--- config.mk ---
export PLATFORM = sky130hd
export DESIGN_NAME = ram_bist
export DESIGN_NICKNAME = d
export VERILOG_FILES = /design/src/rtl/ram_bist.sv
export SDC_FILE = /design/constraint.sdc
export NUM_CORES = 1
export LEC_CHECK = 0
export ABC_AREA = 1
export BUFFER_PORTS_ARGS = -buffer_cell sky130_fd_sc_hd__buf_4
export CAP_MARGIN = 20
export CORE_MARGIN = 1.5
export CORE_UTILIZATION = 53
export CTS_CLUSTER_SIZE = 10
export DETAILED_ROUTE_END_ITERATION = 6
export MAX_ROUTING_LAYER = met4
export PLACE_DENSITY = 0.74
export SYNTH_ARGS = -nofsm -noshare
export SYNTH_HDL_FRONTEND = slang
export SYNTH_SLANG_ARGS = --single-unit
--- constraint.sdc ---
create_clock -name clk -period 1.7 [get_ports clk]
set_input_delay 0.34 -clock clk [delete_from_list [all_inputs] [get_ports clk]]
set_output_delay 0.34 -clock clk [all_outputs]
set_load 0.02 [all_outputs]
--- src/rtl/ram_bist.sv ---
module ram_bist #(
  parameter int DW    = 8,
  parameter int IW    = 8,
  parameter int PW    = 2,
  parameter int DWELL = 1 << 20
) (
  input  logic               clk,
  input  logic               rst,
  input  logic               start,
  output logic [PW+IW-1:0]   mem_addr,
  output logic [DW-1:0]      mem_wdata,
  output logic               mem_we,
  input  logic [DW-1:0]      mem_rdata,
  output logic [7:0]         status,
  output logic               done,
  output logic               pass
);
  localparam int CW = $clog2(DWELL + 1);

  typedef enum logic [2:0] {S_IDLE, S_RUN, S_FIN, S_DONE, S_FAIL} st_t;
  st_t st;

  logic [3:0]    phase;
  logic [PW-1:0] pg;
  logic [IW-1:0] idx;
  logic [DW-1:0] pat;

  logic          chk_vld;
  logic [DW-1:0] chk_exp;
  logic [PW-1:0] chk_pg;
  logic [IW-1:0] chk_idx;
  logic [3:0]    chk_ph;

  logic [3:0]    f_ph;
  logic [PW-1:0] f_pg;
  logic [IW-1:0] f_idx;
  logic [CW-1:0] presc;
  logic [1:0]    sel;

  wire verify   = phase[0];
  wire last_loc = (&pg) && (&idx);
  wire err      = (st == S_RUN || st == S_FIN) && chk_vld && (mem_rdata != chk_exp);

  always_comb begin
    case (phase[2:1])
      2'd0:    pat = '0;
      2'd1:    pat = '1;
      2'd2:    pat = DW'(idx);
      default: pat = DW'(pg);
    endcase
  end

  assign mem_addr  = {pg, idx};
  assign mem_wdata = pat;
  assign mem_we    = (st == S_RUN) && !verify;
  assign done      = (st == S_DONE) || (st == S_FAIL);
  assign pass      = (st == S_DONE);

  always_comb begin
    case (st)
      S_IDLE: status = 8'h00;
      S_FAIL: case (sel)
                2'd0:    status = 8'(f_ph);
                2'd1:    status = 8'(f_pg) << 4;
                default: status = 8'(f_idx);
              endcase
      default: status = 8'(phase);
    endcase
  end

  always_ff @(posedge clk) begin
    if (rst || start) begin
      st      <= rst ? S_IDLE : S_RUN;
      phase   <= '0;
      pg      <= '0;
      idx     <= '0;
      chk_vld <= 1'b0;
      chk_exp <= '0;
      chk_pg  <= '0;
      chk_idx <= '0;
      chk_ph  <= '0;
      f_ph    <= '0;
      f_pg    <= '0;
      f_idx   <= '0;
      presc   <= '0;
      sel     <= '0;
    end else if (err) begin
      st      <= S_FAIL;
      f_ph    <= chk_ph;
      f_pg    <= chk_pg;
      f_idx   <= chk_idx;
      chk_vld <= 1'b0;
      presc   <= '0;
      sel     <= '0;
    end else begin
      case (st)
        S_RUN: begin
          chk_vld     <= verify;
          chk_exp     <= pat;
          chk_pg      <= pg;
          chk_idx     <= idx;
          chk_ph      <= phase;
          {idx, pg}   <= {idx, pg} + 1'b1;
          if (last_loc) begin
            if (phase == 4'd7) st <= S_FIN;
            else               phase <= phase + 4'd1;
          end
        end
        S_FIN: begin
          chk_vld <= 1'b0;
          phase   <= 4'd8;
          st      <= S_DONE;
        end
        S_FAIL: begin
          if (presc == CW'(DWELL - 1)) begin
            presc <= '0;
            sel   <= (sel == 2'd2) ? 2'd0 : sel + 2'd1;
          end else begin
            presc <= presc + 1'b1;
          end
        end
        default: ;
      endcase
    end
  end

  p_addr_order_r4: assert property (@(posedge clk) disable iff (rst)
    (st == S_RUN && $past(st) == S_RUN && !$past(start) && !$past(err))
      |-> (pg == $past(pg) + 1'b1) && (idx == $past(idx) + IW'($past(&pg))));

  p_phase_step_r3: assert property (@(posedge clk) disable iff (rst)
    (st == S_RUN && $past(st) == S_RUN && !$past(start) && phase != $past(phase))
      |-> (phase == $past(phase) + 4'd1) && pg == '0 && idx == '0);

  p_fail_hold_r6: assert property (@(posedge clk) disable iff (rst)
    (st == S_FAIL && !start) |=> (st == S_FAIL && !mem_we && done && !pass));

  p_dwell_r7: assert property (@(posedge clk) disable iff (rst)
    (st == S_FAIL && !start && presc != CW'(DWELL - 1)) |=> $stable(status));

  p_done_hold_r8: assert property (@(posedge clk) disable iff (rst)
    (pass && !start) |=> (pass && status == 8'h08 && !mem_we));

  p_restart_r9: assert property (@(posedge clk) disable iff (rst)
    start |=> (st == S_RUN && status == 8'h00 && mem_addr == '0 && !done));
endmodule

* Word-level counts from Yosys, hierarchy flattened *
Cells that the tools add are included.

word-level totals
  bits in registers = 77
  input bits = 11
  output and inout bits = 29
  word-level logic and storage cells = 69

cells by class
  add/sub/neg operators = 4
  eq/ne operators = 15
  mux-type cells = 15
  bitwise gates (word level) = 1
  reductions and logical operators = 20

operators by type and width
  cell                                                                number
  8-bit case mux with 2 select lines                                  2
  8-bit case mux with 3 select lines                                  1
  21-bit by 1-bit adder with 21-bit output (second input constant)    1
  21-bit by 20-bit == test with 1-bit output (second input constant)  1
  21-bit two-way mux                                                  1
  3-bit two-way mux                                                   4
  10-bit by 1-bit adder with 10-bit output (second input constant)    1
  4-bit two-way mux                                                   2
  8-bit != test                                                       1
  4-bit case mux with 2 select lines                                  1
  8-bit AND reduction                                                 1
  3-bit by 2-bit == test with 1-bit output (second input constant)    2
  3-bit case mux with 2 select lines                                  1
  2-bit AND reduction                                                 3
  4-bit by 1-bit adder with 4-bit output (second input constant)      1
  2-bit by 1-bit == test with 1-bit output (second input constant)    2
  2-bit == test (second input constant)                               2
  4-bit by 3-bit == test with 1-bit output (second input constant)    1
  1-bit logical AND                                                   4
  2-bit logical NOT                                                   2
  2-bit != test (second input constant)                               2
  4-bit by 2-bit != test with 1-bit output (second input constant)    1
  4-bit by 3-bit != test with 1-bit output (second input constant)    1
  4-bit AND reduction                                                 1
  other kinds (14)                                                    16

* Depth between registers and ports, before layout *
Gate-level depths: netlist (run 1).

  depth after elaboration = 6
  gate-level depth with buffers = 12
  mapped depth without buffers = 12

* Worst setup path before layout (run 1) *
Ideal clock, no wire load.

  kind = register -> output
  start = register st[1]
  end = output port status[4]
  data arrival time = 1.525 ns
  data required time = 1.360 ns
  path slack = -0.165 ns
  cell stages (with the launch flop) = 7
  buffers on the path = 1
  cell sequence = edfxtp_1 > inv_2 > nand3_4 > buf_2 > inv_1 > nand2_1 > o21ai_0

between the ends
  word-level cells in the longest chain between the ends = 2
  elaborated cells on any way between the ends = 3
  those cells by class = 1 x eq/ne; 1 x mux; 1 x reduce/logical

ends and longest elaborated chain
  what                                                line  text
  from (decl)                                         21    st_t st;
  from (signal assigned)                              73    st <= rst ? S_IDLE : S_RUN;
  3-bit == test or 3-bit logical NOT (tied branches)  60    case (st)
  8-bit case mux with 2 select lines *                60
  to (decl)                                           14    output logic [7:0] status,

Every way passes the cells marked *; elsewhere a longest branch is shown, timed or not.

* Final worst setup path (run 1) *
  start = register st[1]
  end = output port status[5]

Same word-level chain as after synthesis.

==> impl_metrics.tcl, run 1 <==
set metrics [dict create \
    yosys.area.top_type "dfxtp_1" \
    die_width_um 87.8 \
    p_int_mw 2.78 \
    setup_slack_ns -0.0906 \
    grt_use_total_pct 26.3 \
    startpoint_type "flop" \
    finalPower_mw 3.87 \
    tns_ns -0.666 \
    ioPinCount 40 \
    stdcell_count 706 \
    io_buffers 39 \
    nets 619 \
    vias 3702 \
    finalInstanceArea_mm2 0.00486 \
    r2r_start "st[0]" \
    hold_depth 2 \
    pwr-share-seq_pct 48.1 \
    syn_area_mm2 0.00381 \
    cp_max_fo 4 \
    worst-setup-path-type "flop to output port" \
    comb_power_share_pct 16.3 \
    cts_num_sinks 77 \
    yosysWarnings 0 \
    clock_skew_ns 0.0105 \
    power_density_mw_per_mm2 797 \
    timing.reg2reg.setup_slack_ns -0.03 \
    grt_pass1_wl_mm 15.4 \
    dp_cells 680 \
    min_path_type "input pin to flop" \
    final_max_slew_viol_count 0 \
    synth_cell_types 37 \
    clkTransAtPathRegs_ns 0.08 \
    drv_cap 0 \
    failed_checks "negative setup slack" \
    dpl_cell_area_mm2 0.00439 \
    r2r_end "st[0]" \
    drc 0 \
    n_antenna_cell 0 \
    cellLeakagePower_nw 1.93 \
    synth_top_area_share_pct 38.9 \
    yosysMostFrequentCell "nand2_1" \
    min_from "rst" \
    vdd_ir_drop_max_mv 0.398 \
    drt-total-wl_mm 9.53 \
    cts_tree "done" \
    cts_buffers 9 \
    num_rows 30 \
    netlist_instances 529 \
    gp_congestion 0.890 \
    synth_edf_count 3 \
    die_y_um 87.8 \
    worstRegToRegCells 10 \
    coreArea_mm2 0.00687 \
    fmax_ghz 0.558 \
    yosys_register_bits 77 \
    vias_per_cell 5.24 \
    antenna_found_initial 0 \
    ctsHoldBuffers 0 \
    crit_path_end_kind "output port" \
    rsz0062_at_grt "yes" \
    overflow 0 \
    htree_num_levels 3 \
    ys_top_cells_by_area "dfxtp_1, nand2_1, nand3_1" \
    firstDrtPassIters 4 \
    avgSynthCellArea_um2 7.20 \
    timing.slew.headroom_pct 73.9 \
    antenna_left 0 \
    first_global_vias 3422 \
    min_period_over_period_pct 105 \
    worst-endpoint-arrival_ns 1.45 \
    setup-violations-final 15 \
    drive_above_1_share_pct 26.2 \
    tightest_slew_ns 0.389 \
    min_to "st[0]" \
    finalHoldViolations 0 \
    grt_max_degree 30 \
    clock_latency_ns 0.36 \
    switching_share_pct 28.2 \
    fin_crit_ns 1.79 \
    synthArstFlopShare_pct 0 \
    required_ns 1.36 \
    fp.dieArea_mm2 0.00771 \
    initial_utilization_pct 55.5 \
    netSwitchingPower_mw 1.09 \
    cts-root-buf "clkbuf_8" \
    cts_buffer_depth 2 \
    drtIter0Drc 200 \
    ys.flop_type "dfxtp_1" \
    post-route-util_pct 70.8 \
    wl_per_cell_um 13.5 \
    dp.final_hpwl_mm 6.57 \
    run_status "finished with violations" \
    p_clk_share_pct 35.6 \
    syn_nets 543 \
    ys_seq_area_share_pct 41.2 \
    synth_commonest_cells "nand2_1, dfxtp_1, inv_1, nor2_1, nand3_1" \
    syn_to_final_growth_pct 27.6 \
]
-- logic make-up (layout without fill, tap and decap cells) --
| logic type | after synthesis | count (layout) | synth area share (%) |
|---|---|---|---|
| adders and majority gates | 3 | 3 | 0.985 |
| AOI/OAI and AO/OA | 72 | 72 | 10.3 |
| DFF | 77 | 77 | 41.2 |
| and+or+nand+nor | 275 | 275 | 33.1 |
| xor gates and xnor gates | 20 | 20 | 4.60 |
| buffers and inverters | 82 | 163 | 9.75 |
-- final cells by class --
class / instances / area, um^2
multi-input cells: 370 / 2000
clock buffers: 10 / 128
clock inverters: 6 / 62.6
repair buffers: 85 / 722
well taps: 96 / 120
inverters: 61 / 239
flip-flops and latches: 77 / 1580
fillers: 584 / 2010
repair inverters: 1 / 6.26
-- metal layers --
layer  vias up  wire length (um)  GRT usage, %
met5         -                 0             -
met4         0               152          8.80
met3        16               508          6.50
met2       116              4760          42.9
met1      1708              4110          31.8
li1       1862                 -             -
-- state kept, by name (all words and copies together), names as in the netlist --
name	flops
chk_exp	8
chk_idx	8
chk_pg	2
chk_ph	4
chk_vld	1
f_idx	8
f_pg	2
f_ph	4
idx	8
pg	2
phase	4
presc	21
sel	2
st	3
-- through the flow --
step                setup slack (ns)  hold WS (ns)
detailed placement            0.0183         0.433
global route                  -0.142         0.309
global placement              0.0211         0.427
finish                       -0.0906         0.308
floorplan                    -0.0184         0.419
CTS                          -0.0921         0.301
-- layout by cell type, fill, tap and decap left out, types with 7 or more instances in the layout --
cell      Yosys  routed
a21oi_1      37      34
buf_4         1      71
buf_6         4      11
clkbuf_8      0       9
dfxtp_1      74      69
inv_1        53      50
inv_2         7       7
nand2_1     132     126
nand3_1      48      48
nand4_1       9       9
nor2_1       52      50
nor3_1       14      12
o21ai_2       0      13
xnor2_1       7       7
xor2_1       13      13
-- worst max-delay path: stages (launching register included) --
cell and delay, ns:
edfxtp_1 0.42, inv_2 0.12, nand3_4 0.10, inv_4 0.10, nand2_4 0.07, o21ai_2 0.14, buf_6 0.13
-- how the worst max path moves through the flow --
stage / from / to / cells past startpoint
3_5_place_dp: st[0] / status[4] / 6
5_1_grt: st[1] / status[5] / 6
2_1_floorplan: st[1] / status[4] / 6
6_report: st[1] / status[5] / 6
4_1_cts: st[0] / status[5] / 6
3_3_place_gp: st[0] / status[4] / 6
-- power by group through the flow --
stage               Combinational (mW)  Clock, mW  Sequential, mW
detailed placement               0.519          0            1.90
global placement                 0.512          0            1.90
CTS                              0.577       1.39            1.86
floorplan                        0.332          0            1.90
finish                           0.630       1.38            1.86
global route                     0.679       1.47            1.87
-- repair_timing --
action / CTS / global route
endpoints found under the setup margin: 17 / 92
gates resized for setup: 41 / 31
setup buffers: 7 / 2
pin swaps: 3 / 8
cloned: 0 / 2
No activity file was read; power rests on OpenSTA's default activity.
==> inputs of run 2 (changes only) <==
--- a/config.mk
+++ b/config.mk
@@ -8,6 +8,7 @@
 export ABC_AREA = 1
 export BUFFER_PORTS_ARGS = -buffer_cell sky130_fd_sc_hd__buf_4
 export CAP_MARGIN = 20
+export CORE_ASPECT_RATIO = 1.25
 export CORE_MARGIN = 1.5
 export CORE_UTILIZATION = 53
 export CTS_CLUSTER_SIZE = 10
==> impl_metrics.tcl, run 2 (synthesis gave the netlist of run 1 again) <==
set metrics [dict create \
    path_cells "buf_4 > nor2_2 > nand3_1 > o21ai_4 > buf_6" \
    first_global_vias 3440 \
    worst-setup-path-type "flop to output port" \
    dp.final_hpwl_mm 6.58 \
    drive_above_1_share_pct 29.2 \
    cts_buffers 9 \
    crit_slowest_cell "dfxtp_1" \
    cellLeakagePower_nw 1.98 \
    io_buffers 39 \
    clock_skew_ns 0.0108 \
    grt_use_total_pct 25.4 \
    syn_to_final_growth_pct 33.3 \
    startpoint_type "flop" \
    failed_checks "negative setup slack" \
    clkTransAtPathRegs_ns 0.09 \
    vias_per_cell 5.30 \
    grt_pass1_wl_mm 15.0 \
    power_density_mw_per_mm2 800 \
    n_antenna_cell 0 \
    grt_max_degree 30 \
    htree_num_levels 3 \
    post-route-util_pct 72.8 \
    drv_cap 0 \
    setup_slack_ns -0.0763 \
    cts_num_sinks 77 \
    fin_crit_ns 1.78 \
    drt-total-wl_mm 9.90 \
    globalRouteMet2Util_pct 44.6 \
    dpl_cell_area_mm2 0.00443 \
    cts_buffer_depth 2 \
    crit_path_end_kind "output port" \
    ctsHoldBuffers 0 \
    min_period_over_period_pct 104 \
    min_to "st[0]" \
    die_y_um 97.8 \
    num_rows 34 \
    drc 0 \
    wl_per_cell_um 14.0 \
    gp_congestion 0.843 \
    r2r_end "st[1]" \
    rsz0062_at_grt "yes" \
    run_status "finished with violations" \
    worstRegToRegCells 10 \
    min_path_type "input pin to flop" \
    tightest_slew_ns 0.435 \
    setup-violations-final 19 \
    die_width_um 78.8 \
    finalHoldViolations 0 \
    cts_tree "done" \
    tns_ns -0.629 \
    final_cell_mix "nand2_1, buf_4, dfxtp_1" \
    r2r_start "st[1]" \
    cts-root-buf "clkbuf_8" \
    fp.dieArea_mm2 0.00771 \
    grt.busiest_layer "met2" \
    hold_depth 2 \
    required_ns 1.36 \
    use_met1_pct 27.0 \
    dp_cells 677 \
    worst-endpoint-arrival_ns 1.44 \
    finalInstanceArea_mm2 0.00508 \
    pre_cts_ws_ns -0.00538 \
    timing.reg2reg.setup_slack_ns -0.05 \
    final_max_slew_viol_count 0 \
    stdcell_count 706 \
    overflow 0 \
    top_register "presc" \
    cp_max_fo 7 \
    drtIter0Drc 194 \
    min_from "rst" \
    final_common_cell "nand2_1" \
    initial_utilization_pct 54.6 \
    coreArea_mm2 0.00698 \
    holdWs_ns 0.304 \
    grtUsageMet3_pct 4.49 \
    vias 3739 \
    finalPower_mw 4.06 \
    firstDrtPassIters 4 \
    slowest_delay_ns 0.33 \
    antenna_found_initial 0 \
    fmax_ghz 0.563 \
    antenna_left 0 \
    largest_reg_flops 21 \
    timing.slew.headroom_pct 70.7 \
    ioPinCount 40 \
    clock_latency_ns 0.36 \
    vdd_ir_drop_max_mv 0.614 \
    nets 625 \
]
-- run 2: where the power goes --
group	switching, mW	total (mW)	internal, mW
Combinational	0.388	0.681	0.293
Sequential	0.0211	1.86	1.84
Clock	0.698	1.52	0.824
-- run 2: what timing repair did --
item / in CTS / in global routing
resized for setup: 38 / 55
buffers inserted: 7 / 4
cloned: 0 / 2
pin swaps: 3 / 5
setup endpoints to repair: 18 / 79
-- run 2: layer usage --
metal  part of all wire [%]  up-vias
met5                      0        -
met4                    3.0        0
met3                    3.8       24
met2                     53       96
met1                     40     1740
li1                       -     1879
-- run 2: area by class of cell --
type                            instances  area [um^2]
Clock inverter                          6         87.6
Clock buffer                           10          128
Fill cell                             543         1900
Multi-Input combinational cell        370         2090
Timing Repair Buffer                   92          837
Sequential cell                        77         1580
Tap cell                               90          113
Inverter                               61          239
-- run 2: how the worst max path moves through the flow --
stage	start	to	slack, ns	depth (start not counted)
2_1_floorplan	st[1]	status[4]	-0.02	6
3_3_place_gp	mem_rdata[5]	chk_exp[0]	0.02	11
3_5_place_dp	mem_rdata[5]	chk_exp[0]	-0.005	11
4_1_cts	st[1]	status[5]	-0.05	6
5_1_grt	sel[1]	status[5]	-0.14	5
6_report	sel[1]	status[5]	-0.08	5
-- run 2: worst max-delay path, delay by kind of cell, from the launching register on --
family                 cells  cell delay, ns
and+or+nand+nor            2            0.34
DFF                        1            0.33
buffers and inverters      2            0.31
AOI/OAI and AO/OA          1            0.09
